<file path="src/rtl/ecc15_pkg.sv">
package ecc15_pkg;
  localparam int DATA_W = 7;
  localparam int CODE_W = 15;
  localparam int PAR_W  = CODE_W - DATA_W;
  // generator 1 + x^4 + x^6 + x^7 + x^8
  localparam logic [PAR_W:0] GEN_POLY = 9'h1D1;

  typedef struct packed {
    logic load;
    logic encode;
    logic firstTry;
  } ctlStrobe_t;

  // remainder modulo GEN_POLY; doubles as parity-check (syndrome) function
  function automatic logic [PAR_W-1:0] polyRem(input logic [CODE_W-1:0] v);
    logic [CODE_W-1:0] r;
    r = v;
    for (int i = CODE_W - 1; i >= PAR_W; i--) begin
      if (r[i]) r = r ^ ({{(CODE_W-PAR_W-1){1'b0}}, GEN_POLY} << (i - PAR_W));
    end
    return r[PAR_W-1:0];
  endfunction

  function automatic logic [CODE_W-1:0] encodeWord(input logic [DATA_W-1:0] d);
    return {d, polyRem({d, {PAR_W{1'b0}}})};
  endfunction
endpackage

</file>
<file path="src/rtl/ecc15_datapath.sv">
module ecc15_datapath
  import ecc15_pkg::*;
(
  input  logic              clk,
  input  logic              rstN,
  input  ctlStrobe_t        ctl,
  input  logic [DATA_W-1:0] inData,
  input  logic [CODE_W-1:0] injectMask,
  output logic [CODE_W-1:0] outCodeword,
  output logic              synZero
);
  logic [DATA_W-1:0] dataReg;
  logic [CODE_W-1:0] cwReg;
  logic [PAR_W-1:0]  syndrome;

  always_ff @(posedge clk) begin
    if (!rstN) begin
      dataReg <= '0;
      cwReg   <= '0;
    end else begin
      if (ctl.load) dataReg <= inData;
      if (ctl.encode) cwReg <= encodeWord(dataReg) ^ (ctl.firstTry ? injectMask : '0);
    end
  end

  always_comb begin
    syndrome    = polyRem(cwReg);
    synZero     = (syndrome == '0);
    outCodeword = cwReg;
  end

  // a clean (unmasked) encode always leaves a word with zero syndrome
  assert_clean_encode_R2: assert property (@(posedge clk) disable iff (!rstN)
    (ctl.encode && !ctl.firstTry) |=> synZero);
endmodule

</file>
<file path="src/rtl/ecc15_control.sv">
module ecc15_control
  import ecc15_pkg::*;
#(
  parameter int MAX_RETRY = 3,
  localparam int RETRY_W = $clog2(MAX_RETRY + 2)
) (
  input  logic               clk,
  input  logic               rstN,
  input  logic               inValid,
  input  logic               synZero,
  output logic               inReady,
  output ctlStrobe_t         ctl,
  output logic               outValid,
  output logic               hardFail,
  output logic [RETRY_W-1:0] retryCount
);
  typedef enum logic [1:0] {ST_IDLE, ST_ENC, ST_CHK} state_t;
  state_t state;
  logic [RETRY_W-1:0] retries;
  logic atLimit;

  always_comb begin
    atLimit      = (retries == RETRY_W'(MAX_RETRY));
    inReady      = (state == ST_IDLE);
    ctl.load     = (state == ST_IDLE) && inValid;
    ctl.encode   = (state == ST_ENC);
    ctl.firstTry = (retries == '0);
    outValid     = (state == ST_CHK) && (synZero || atLimit);
    hardFail     = (state == ST_CHK) && !synZero && atLimit;
    retryCount   = retries;
  end

  always_ff @(posedge clk) begin
    if (!rstN) begin
      state   <= ST_IDLE;
      retries <= '0;
    end else begin
      unique case (state)
        ST_IDLE: if (inValid) begin
          state   <= ST_ENC;
          retries <= '0;
        end
        ST_ENC: state <= ST_CHK;
        ST_CHK: if (outValid) state <= ST_IDLE;
                else begin
                  state   <= ST_ENC;
                  retries <= retries + 1'b1;
                end
        default: state <= ST_IDLE;
      endcase
    end
  end

  assert_busy_after_accept_R4: assert property (@(posedge clk) disable iff (!rstN)
    (inValid && inReady) |=> !inReady);
  assert_single_pulse_R3: assert property (@(posedge clk) disable iff (!rstN)
    outValid |=> !outValid);
  assert_retry_bound_R8: assert property (@(posedge clk) disable iff (!rstN)
    retryCount <= RETRY_W'(MAX_RETRY));
  assert_fail_with_strobe_R7: assert property (@(posedge clk) disable iff (!rstN)
    hardFail |-> (outValid && retryCount == RETRY_W'(MAX_RETRY)));
endmodule

</file>
<file path="src/rtl/ecc15_fs_encoder.sv">
module ecc15_fs_encoder
  import ecc15_pkg::*;
#(
  parameter int MAX_RETRY = 3,
  localparam int RETRY_W = $clog2(MAX_RETRY + 2)
) (
  input  logic               clk,
  input  logic               rstN,
  input  logic               inValid,
  output logic               inReady,
  input  logic [DATA_W-1:0]  inData,
  input  logic [CODE_W-1:0]  injectMask,
  output logic               outValid,
  output logic [CODE_W-1:0]  outCodeword,
  output logic [RETRY_W-1:0] retryCount,
  output logic               hardFail
);
  ctlStrobe_t ctl;
  logic synZero;

  ecc15_control #(.MAX_RETRY(MAX_RETRY)) u_ctl (
    .clk(clk), .rstN(rstN), .inValid(inValid), .synZero(synZero),
    .inReady(inReady), .ctl(ctl), .outValid(outValid),
    .hardFail(hardFail), .retryCount(retryCount)
  );

  ecc15_datapath u_dp (
    .clk(clk), .rstN(rstN), .ctl(ctl), .inData(inData),
    .injectMask(injectMask), .outCodeword(outCodeword), .synZero(synZero)
  );

  assert_released_clean_R8: assert property (@(posedge clk) disable iff (!rstN)
    (outValid && !hardFail) |-> (polyRem(outCodeword) == '0));
  assert_ready_low_on_release_R4: assert property (@(posedge clk) disable iff (!rstN)
    outValid |-> !inReady);
endmodule

</file>
<file path="config.mk">
export PLATFORM = sky130hd
export DESIGN_NAME = ecc15_fs_encoder
export DESIGN_NICKNAME = d
export VERILOG_FILES = /design/src/rtl/ecc15_pkg.sv /design/src/rtl/ecc15_datapath.sv /design/src/rtl/ecc15_control.sv /design/src/rtl/ecc15_fs_encoder.sv
export SDC_FILE = /design/constraint.sdc
export NUM_CORES = 1
export LEC_CHECK = 0
export BUFFER_PORTS_ARGS = -buffer_cell sky130_fd_sc_hd__buf_2
export CORE_UTILIZATION = 52
export DETAILED_ROUTE_END_ITERATION = 8
export MAX_ROUTING_LAYER = met4
export PLACE_DENSITY_LB_ADDON = 0.25
export RECOVER_POWER = 100
export SETUP_SLACK_MARGIN = 0.2
export SLEW_MARGIN = 20
export SYNTH_ARGS = -nofsm -noshare
export SYNTH_HDL_FRONTEND = slang
export SYNTH_HIERARCHICAL = 1
export SYNTH_SLANG_ARGS = --single-unit
</file>
<file path="constraint.sdc">
create_clock -name clk -period 2.4 [get_ports clk]
set_input_delay 0.12 -clock clk [delete_from_list [all_inputs] [get_ports clk]]
set_output_delay 0.12 -clock clk [all_outputs]
set_load 0.1 [all_outputs]
</file>
==> metrics, run 1 <==
status=finished, final reports clean; post-route minimum period=2.31 ns; post-synthesis sequential area ratio=between 30% and 40%; Post-Syn Area per Cell=~9.5 sq um; Peak VDD IR=approximately 0.3 mV; dpl cell area=~2000 sq um; r2r worst-path depth=7; sequential power share=39.8%; initial antenna violation count=0; # clock sinks=27; hold buffer count at CTS=0; Total Die Area=~3500 sq um; H-tree level count=1; core area=~3100 sq um; Simple-Gate Fraction of Synth Area=~16%; first-pass GRT wire length=5540 um; final WL=between 3000 and 4000 um; Yosys warnings=6; CTS tree=done; area occupied by multi-input gates=roughly 1100 sq um; most common cell after layout, fill and taps aside=buf_2; Sw Ratio=a little over two fifths; mux cell area share after synthesis=under 10%; final core occ=between 60 and 70%; Cell variety after synth=32; drt drc=0; gr usage total=21.9%; via-per-instance ratio=a little under 5; Synth Area in Compound Gates=around a tenth; Pwr per Cell Area=slightly below 700 nW/um^2; Worst Path Class, Setup=reg2out; worst min path class=in2reg; post-synth top area share=between 30% and 40%; Clk pin slew, worst setup/hold paths=roughly 0.14 ns; Leakage Power=around 0.85 nW; Final Hold Viols=0; cell count after synthesis=roughly 180; initial DRC count=39; routability congestion estimate=0.783; Starting Density=a little over half; XOR/XNOR Fraction of Synth Area=29.9%; ANT nets after route=0; DP Worst Slack=roughly 0.36 ns; Worst Path Arrival=between 2 and 2.5 ns; worst slew pin tran=between 1 and 1.5 ns; Reg-to-Reg End=u_ctl/state[0]; main combinational cell family by area after synthesis=XOR/XNOR gates; Logic pwr share=a little under half; Die W=between 50 and 60 um; synthesized cell area=1680 sq um; Slowest cell on crit path=xnor3_1; wire length per cell=between 10 and 15 um; total grt overflow=0; CP endpoint kind=output port; reg-to-reg startpoint=u_dp/outCodeword[12]; Max Cap Viol=0; CTS buffer count=3; vias=about 1300; FF+latch count, synth=27; clk_skew=0.00377 ns; row count=20; Setup crit end=hardFail; Worst Path Required=approximately 2.3 ns; fmax=433 MHz; largest area contributor in the netlist=dfxtp_1; # port buffers=45; drt pass-1 iters=4; crit path cell chain=xnor3_1 -> or3_1 -> mux2i_1 -> o211a_1 -> and3b_2 -> buf_12; Startpoint Class=flop; post-DP HPWL=about 2600 um; PnR worst setup slack=around 0.09 ns; layout net count=247; crit path max fanout=2; Final Setup Violations=0; max-slew violation count=0; io pins=46; internal cell power=approximately 0.78 mW; root buffer cell=clkbuf_4; Fin Setup TNS=0 ns; Layout fillers=278; Worst-Skew Late Latency=around 0.32 ns; vias in the first global route=between 1000 and 1500; RSZ-0062 raised after global routing=yes; # diodes=0; register area=just under 600 sq um; Die Ht=58.8 um; layout cells sized above 1=between 20% and 30%; largest net degree at the start of global routing=32; Clock Tree Buf Depth=2; Synth Net Count=between 200 and 250; CP peak stage delay=roughly 0.4 ns; Clock Power Share=roughly 14%; critical path startpoint=u_dp/outCodeword[12]; switching power=roughly 0.57 mW; worst reg2reg setup slack=between 0.3 and 0.4 ns; post-synthesis adder-cell area fraction=2.24%; Area growth, synth to finish=19.7%; leading post-synthesis cells by cell area=dfxtp_1, xnor3_1, xnor2_1; fin area=between 2000 and 2500 sq um; Final Cycle Share=a little over nine tenths; Slew headroom=~20%; most frequent cells in the layout=buf_2, nor2_1, clkbuf_1
sequential cells by signal, indices dropped and copies added (netlist names):
register and flops:
u_ctl/retryCount 3, u_ctl/state 2, u_dp/outCodeword 15, u_dp/dataReg 7
synthesized netlist by cell type:
master and count:
o211a_1 1, nand3_2 1, xnor2_2 2, xor2_2 1, xnor3_1 7, clkbuf_1 8, nor3b_2 1, a211oi_1 14
xor2_1 15, and3b_1 1, a21o_4 1, nor2b_4 1, o22ai_1 3, inv_1 6, buf_2 3, buf_6 1
mux2i_1 8, or3_1 1, ha_1 3, and2_1 2, nand3_1 1, nor3_1 1, nor3b_1 1, xor3_1 1
o21a_1 1, nor2b_1 3, xnor2_1 16, a211oi_2 1, nor2_1 25, nand2_1 19, dfxtp_1 27, a21oi_1 1
cells by family (layout without fill, tap and decap cells):
logic type | after synthesis | after routing
AO/OA/AOI/OAI | 22 | 22
buffers and inverters | 18 | 59
AND/OR/NAND/NOR | 57 | 57
flip-flops | 27 | 27
adder cells (fa/ha/maj) | 3 | 3
XOR/XNOR | 42 | 42
multiplexers | 8 | 8
final cells by class:
cell class | instances | area share, %
clock buffers | 4 | 1.31
inverters | 6 | 1.12
well taps | 44 | 2.74
repair buffers | 49 | 12.7
multi-input cells | 132 | 52.9
flip-flops and latches | 27 | 29.2
critical path: cells and delay by family (launching register included):
kind,cells,cell delay [ns]
AOI/OAI and AO/OA,1,0.19
xor gates and xnor gates,1,0.40
buffers and inverters,1,0.16
DFF,1,0.37
muxes,1,0.14
and+or+nand+nor,2,0.60
metrics by stage:
step / power, mW / cells / hold WS [ns]
2_1_floorplan: 1.07 / 177 / 0.242
3_3_place_gp: 1.16 / 257 / 0.355
3_5_place_dp: 1.18 / 257 / 0.363
4_1_cts: 1.38 / 262 / 0.00658
5_1_grt: 1.43 / 262 / 0.0258
6_report: 1.35 / 262 / 0.0212
timing repair:
action                     4_1_cts  5_1_grt
pin swaps                        1        0
resized for setup                4        1
setup endpoints to repair        2        2
setup buffers                    1        0
per-layer routing:
| metal | vias up | global-route usage [%] | routed length, um |
|---|---|---|---|
| li1 | 667 | - | - |
| met1 | 586 | 26.8 | 1500 |
| met2 | 33 | 35.7 | 1600 |
| met3 | 6 | 3.96 | 158 |
| met4 | 0 | 8.50 | 37 |
| met5 | - | - | 0 |
power by group through the flow:
stage | clock (mW) | combinational (mW) | sequential, mW
after floorplan | 0 | 0.350 | 0.722
after global placement | 0 | 0.614 | 0.549
after detailed placement | 0 | 0.625 | 0.552
after CTS | 0.206 | 0.633 | 0.539
after global routing | 0.222 | 0.663 | 0.544
final | 0.194 | 0.619 | 0.538
how the worst min path moves through the flow:
stage / startpoint / end / depth (start not counted)
after floorplan: rstN / u_ctl/state[0] / 1
after global placement: inData[5] / u_dp/dataReg[5] / 3
after detailed placement: inData[2] / u_dp/dataReg[2] / 3
after CTS: inData[2] / u_dp/dataReg[2] / 3
after global routing: inData[5] / u_dp/dataReg[5] / 3
final: inData[2] / u_dp/dataReg[2] / 3
No activity file was read; power rests on OpenSTA's default activity.
==> run 2, diff against run 1 <==
--- a/config.mk
+++ b/config.mk
@@ -11,7 +11,6 @@
 export MAX_ROUTING_LAYER = met4
 export PLACE_DENSITY_LB_ADDON = 0.25
 export RECOVER_POWER = 100
-export SETUP_SLACK_MARGIN = 0.2
 export SLEW_MARGIN = 20
 export SYNTH_ARGS = -nofsm -noshare
 export SYNTH_HDL_FRONTEND = slang
==> metrics, run 2 (synthesis gave the netlist of run 1 again) <==
# port buffers=45 (unchanged); Worst-Skew Late Latency=0.33 ns (was 0.32 ns); Final Setup Violations=0 (unchanged); register area=571 sq um (was 587 sq um); CP peak stage delay=0.41 ns (was 0.40 ns); io pins=46 (unchanged); vias=1283 (was 1292); post-route minimum period=2.32 ns (was 2.31 ns); CTS buffer count=3 (unchanged); max-slew violation count=0 (unchanged); # diodes=0 (unchanged); sequential power share=40.0% (was 39.8%); Startpoint Class=flop (unchanged); switching power=0.574 mW (was 0.571 mW); post-DP HPWL=2630 um (was 2580 um); CTS tree=done (unchanged); Logic pwr share=45.4% (was 45.8%); drt pass-1 iters=4 (unchanged); Worst Path Arrival=2.20 ns (was 2.19 ns); crit path buf inv count=1 (unchanged); final core occ=66.0% (was 65.8%); CP endpoint kind=output port (unchanged); Clock Power Share=14.6% (was 14.3%); root buffer cell=clkbuf_4 (unchanged); gr usage total=22.3% (was 21.9%); total grt overflow=0 (unchanged); vias in the first global route=1234 (was 1261); Fin Setup TNS=0 ns (unchanged); Final Hold Viols=0 (unchanged); first-pass GRT wire length=5610 um (was 5540 um); most frequent cells in the layout=buf_2, nor2_1, nand2_1 (was buf_2, nor2_1, clkbuf_1); Sw Ratio=42.1% (was 42.3%); Slowest cell on crit path=xnor3_1 (unchanged); PnR worst setup slack=0.0763 ns (was 0.0907 ns); max reg flops=15 (unchanged); Starting Density=55.0% (unchanged); clk_skew=0.00763 ns (was 0.00377 ns); Worst Path Required=2.28 ns (about the same); ANT nets after route=0 (unchanged); via-per-instance ratio=4.92 (was 4.93); Worst Path Class, Setup=reg2out (unchanged); # clock sinks=27 (unchanged); Hold WS=0.0145 ns (was 0.0212 ns); Leakage Power=0.898 nW (was 0.849 nW); status=finished, final reports clean (unchanged); Total Die Area=3460 sq um (unchanged); Clock Tree Buf Depth=2 (unchanged); initial DRC count=37 (was 39); worst min path class=in2reg (unchanged); routability congestion estimate=0.809 (was 0.783); row count=20 (unchanged); most common cell after layout, fill and taps aside=buf_2 (unchanged); RSZ-0062 raised after global routing=yes (unchanged); crit path max fanout=3 (was 2); Clk pin slew, worst setup/hold paths=0.15 ns (was 0.14 ns); drt drc=0 (unchanged); core area=3050 sq um (unchanged); internal cell power=0.789 mW (was 0.780 mW); layout net count=246 (was 247); Peak VDD IR=0.348 mV (was 0.305 mV); DP Worst Slack=0.224 ns (was 0.363 ns); final WL=3330 um (was 3300 um); crit path cell chain=xnor3_1 -> or3_1 -> mux2i_1 -> o211a_1 -> and3b_2 -> buf_8 (was xnor3_1 -> or3_1 -> mux2i_1 -> o211a_1 -> and3b_2 -> buf_12); Pwr per Cell Area=676 nW/um^2 (was 673 nW/um^2); Max Cap Viol=0 (unchanged); Layout fillers=266 (was 278); H-tree level count=1 (unchanged); wire length per cell=12.7 um (was 12.6 um); Area growth, synth to finish=20.1% (was 19.7%); layout cells sized above 1=33.6% (was 27.1%); area occupied by multi-input gates=1080 sq um (was 1060 sq um); Final Cycle Share=96.8% (was 96.2%); Die Ht=58.8 um (unchanged); Die W=58.8 um (unchanged); Slew headroom=22.1% (was 20.5%); initial antenna violation count=0 (unchanged); worst slew pin tran=1.17 ns (was 1.19 ns); fmax=430 MHz (was 433 MHz); crit-path leading delay family=simple AND/OR/NAND/NOR gates (unchanged); largest net degree at the start of global routing=32 (unchanged)
## run 2: changes by cell type in the layout (fill, tap and decap cells not counted), sizes merged
cell	change
clkinvlp	+1
buf	+13
clkbuf	-15
## run 2: path summary, 6_finish.rpt
path | from | endpoint | slack (ns) | depth (start not counted)
max | u_dp/outCodeword[9] | hardFail | 0.08 | 6
min | inData[6] | u_dp/dataReg[6] | 0.01 | 3
max reg2reg | u_dp/outCodeword[9] | u_ctl/state[0] | 0.39 | 7
min reg2reg | u_dp/outCodeword[1] | u_dp/outCodeword[1] | 0.51 | 2
## run 2: final cells by class
type | instances | area share [%]
Clock buffer | 3 | 1.12
Inverter | 6 | 1.12
Timing Repair Buffer | 48 | 12.9
Multi-Input combinational cell | 132 | 53.4
Clock inverter | 1 | 0.372
Sequential cell | 27 | 28.3
Tap cell | 44 | 2.73
## run 2: worst reg2reg max path: stages (launching register included)
cell     delay [ns]
dfxtp_4        0.38
xnor3_1        0.41
or3_1          0.36
mux2i_1        0.14
o211a_1        0.20
nor2_2         0.08
a21o_4         0.21
and2_1         0.15
## run 2: stage by stage
stage	instance area [sq um]	cells	total power, mW
4_1_cts	2010	260	1.37
3_5_place_dp	1970	256	1.17
5_1_grt	2020	261	1.44
3_3_place_gp	1970	256	1.16
6_report	2020	261	1.36
2_1_floorplan	1720	177	1.07
## run 2: power by group through the flow
stage / clock network (mW) / registers, mW / logic [mW]
CTS: 0.210 / 0.544 / 0.619
global placement: 0 / 0.550 / 0.605
floorplan: 0 / 0.722 / 0.350
detailed placement: 0 / 0.555 / 0.618
finish: 0.199 / 0.545 / 0.620
global route: 0.225 / 0.552 / 0.664
## run 2: metal layers
layer  global-route usage (%)  wire length (um)  up-vias  share of wire [%]
met3                     1.98               113        4                3.4
met4                     8.16                36        0                1.1
met5                        -                 0        -                  0
met2                     35.1              1610       35                 48
met1                     29.9              1570      583                 47
li1                         -                 -      661                  -
## run 2: repair_timing
action,4_1_cts,5_1_grt
buffers inserted,0,1
hold buffers,0,0
resized for setup,2,4
endpoints found under the setup margin,2,3
==> run 3, diff against run 2 <==
--- a/config.mk
+++ b/config.mk
@@ -7,6 +7,7 @@
 export LEC_CHECK = 0
 export BUFFER_PORTS_ARGS = -buffer_cell sky130_fd_sc_hd__buf_2
 export CORE_UTILIZATION = 52
+export CTS_CLUSTER_DIAMETER = 200
 export DETAILED_ROUTE_END_ITERATION = 8
 export MAX_ROUTING_LAYER = met4
 export PLACE_DENSITY_LB_ADDON = 0.25
==> constraint.sdc (replaced) <==
create_clock -name clk -period 2.4 [get_ports clk]
set_input_delay 0.36 -clock clk [delete_from_list [all_inputs] [get_ports clk]]
set_output_delay 0.36 -clock clk [all_outputs]
set_load 0.1 [all_outputs]
==> metrics, run 3 (synthesis gave the netlist of run 1 again) <==
status=complete, but fails checks (was finished, final reports clean); failing checks=setup timing; largest net degree at the start of global routing=32 (unchanged); final WL=3350 um (was 3330 um); row count=20 (unchanged); Worst-Skew Late Latency=0.32 ns (was 0.33 ns); Final Cycle Share=106% (was 96.8%); routability congestion estimate=0.796 (was 0.809); via-per-instance ratio=4.87 (was 4.92); Leakage Power=0.894 nW (was 0.898 nW); Final Hold Viols=0 (unchanged); initial antenna violation count=0 (unchanged); worst slew pin tran=1.17 ns (about the same); vias in the first global route=1220 (was 1234); H-tree level count=1 (unchanged); total grt overflow=0 (unchanged); clk_skew=0.00220 ns (was 0.00763 ns); most frequent cells in the layout=buf_2, nor2_1, nand2_1 (unchanged); CTS tree=done (unchanged); GRT met2 Usage=36.0% (was 35.1%); Max Cap Viol=0 (unchanged); Die Ht=58.8 um (unchanged); Placed Cells incl. Taps=256 (unchanged); RSZ-0062 raised after global routing=yes (unchanged); max reg flops=15 (unchanged); post-DP HPWL=2640 um (was 2630 um); root buffer cell=clkbuf_4 (unchanged); Clock Tree Buf Depth=2 (unchanged); Clk pin slew, worst setup/hold paths=0.14 ns (was 0.15 ns); crit path max fanout=5 (was 3); fmax=394 MHz (was 430 MHz); CP endpoint kind=output port (unchanged); max-slew violation count=0 (unchanged); wire length per cell=12.7 um (about the same); met3 Track Usage GR=5.27% (was 1.98%); drt pass-1 iters=4 (unchanged); most common cell after layout, fill and taps aside=buf_2 (unchanged); Fin Setup TNS=-0.268 ns (was 0 ns); Peak VDD IR=0.416 mV (was 0.348 mV); Worst Path Class, Setup=reg2out (unchanged); # port buffers=45 (unchanged); core area=3050 sq um (unchanged); worst reg2reg setup slack=0.41 ns (was 0.39 ns); gr usage total=21.8% (was 22.3%); # clock sinks=27 (unchanged); layout net count=248 (was 246); initial DRC count=21 (was 37); vias=1281 (was 1283); dpl cell area=2000 sq um (was 1970 sq um); Pwr per Cell Area=671 nW/um^2 (was 676 nW/um^2); drt drc=0 (unchanged); PnR worst setup slack=-0.137 ns (was 0.0763 ns); Die W=58.8 um (unchanged); worst min path class=in2reg (unchanged); fin area=2060 sq um (was 2020 sq um); Worst Path Required=2.04 ns (was 2.28 ns); first-pass GRT wire length=5510 um (was 5610 um); Slew headroom=22.0% (was 22.1%); Starting Density=55.0% (unchanged); Startpoint Class=flop (unchanged); post-route minimum period=2.54 ns (was 2.32 ns); fin cells=263 (was 261); ANT nets after route=0 (unchanged); CTS buffer count=3 (unchanged); io pins=46 (unchanged); hold buffer count at CTS=0 (unchanged); Total Die Area=3460 sq um (unchanged); # diodes=0 (unchanged); most crowded layer after global routing=met2 (unchanged); Pwr Total=1.38 mW (was 1.36 mW); Final Setup Violations=2 (was 0); Global Route met1 Usage=27.5% (was 29.9%); layout cells sized above 1=33.3% (was 33.6%); DP Worst Slack=0.182 ns (was 0.224 ns); Area growth, synth to finish=22.5% (was 20.1%); Worst Path Arrival=2.18 ns (was 2.20 ns)
-- run 3: critical path: stages (launching register included) --
cell and delay (ns):
dfxtp_4 0.41, xnor3_1 0.40, or3_1 0.31, mux2i_1 0.14, o211a_1 0.19, and3b_2 0.23
buf_12 0.16
-- run 3: path summary, 6_finish.rpt --
kind / end / start / depth (start not counted)
hold reg to reg: u_dp/outCodeword[4] / u_dp/outCodeword[4] / 2
hold / removal: u_dp/dataReg[1] / inData[1] / 3
setup reg to reg: u_ctl/state[0] / u_dp/outCodeword[13] / 7
setup / recovery: hardFail / u_dp/outCodeword[13] / 6
-- run 3: per-stage QoR --
stage	utilization, %	hold WS (ns)
detailed placement	65.5	0.491
finish	67.3	0.260
global placement	65.5	0.473
floorplan	-	0.482
global route	67.3	0.261
CTS	66.8	0.251
-- run 3: metal layers --
layer  wire (um)  up-vias  part of all wire, %
li1            -      665                    -
met1        1610      585                   48
met2        1610       29                   48
met3         124        2                  3.7
met4          15        0                 0.45
met5           0        -                    0
-- run 3: timing repair --
item | CTS | global route
setup buffers | 1 | 2
setup endpoints to repair | 2 | 3
gates resized for setup | 1 | 5
pin swaps | 0 | 1
gates cloned | 0 | 0
-- run 3: report_power, final --
part | total [mW] | internal [mW] | switching [mW]
clock network | 0.197 | 0.0637 | 0.134
logic | 0.640 | 0.242 | 0.397
registers | 0.543 | 0.488 | 0.0550
-- run 3: cell type report --
type	instances	area, sq um
clock inverters	1	7.51
repair buffers	50	274
inverters	6	22.5
clock buffers	3	22.5
multi-input cells	132	1090
flip-flops and latches	27	584
fillers	267	997
well taps	44	55.1
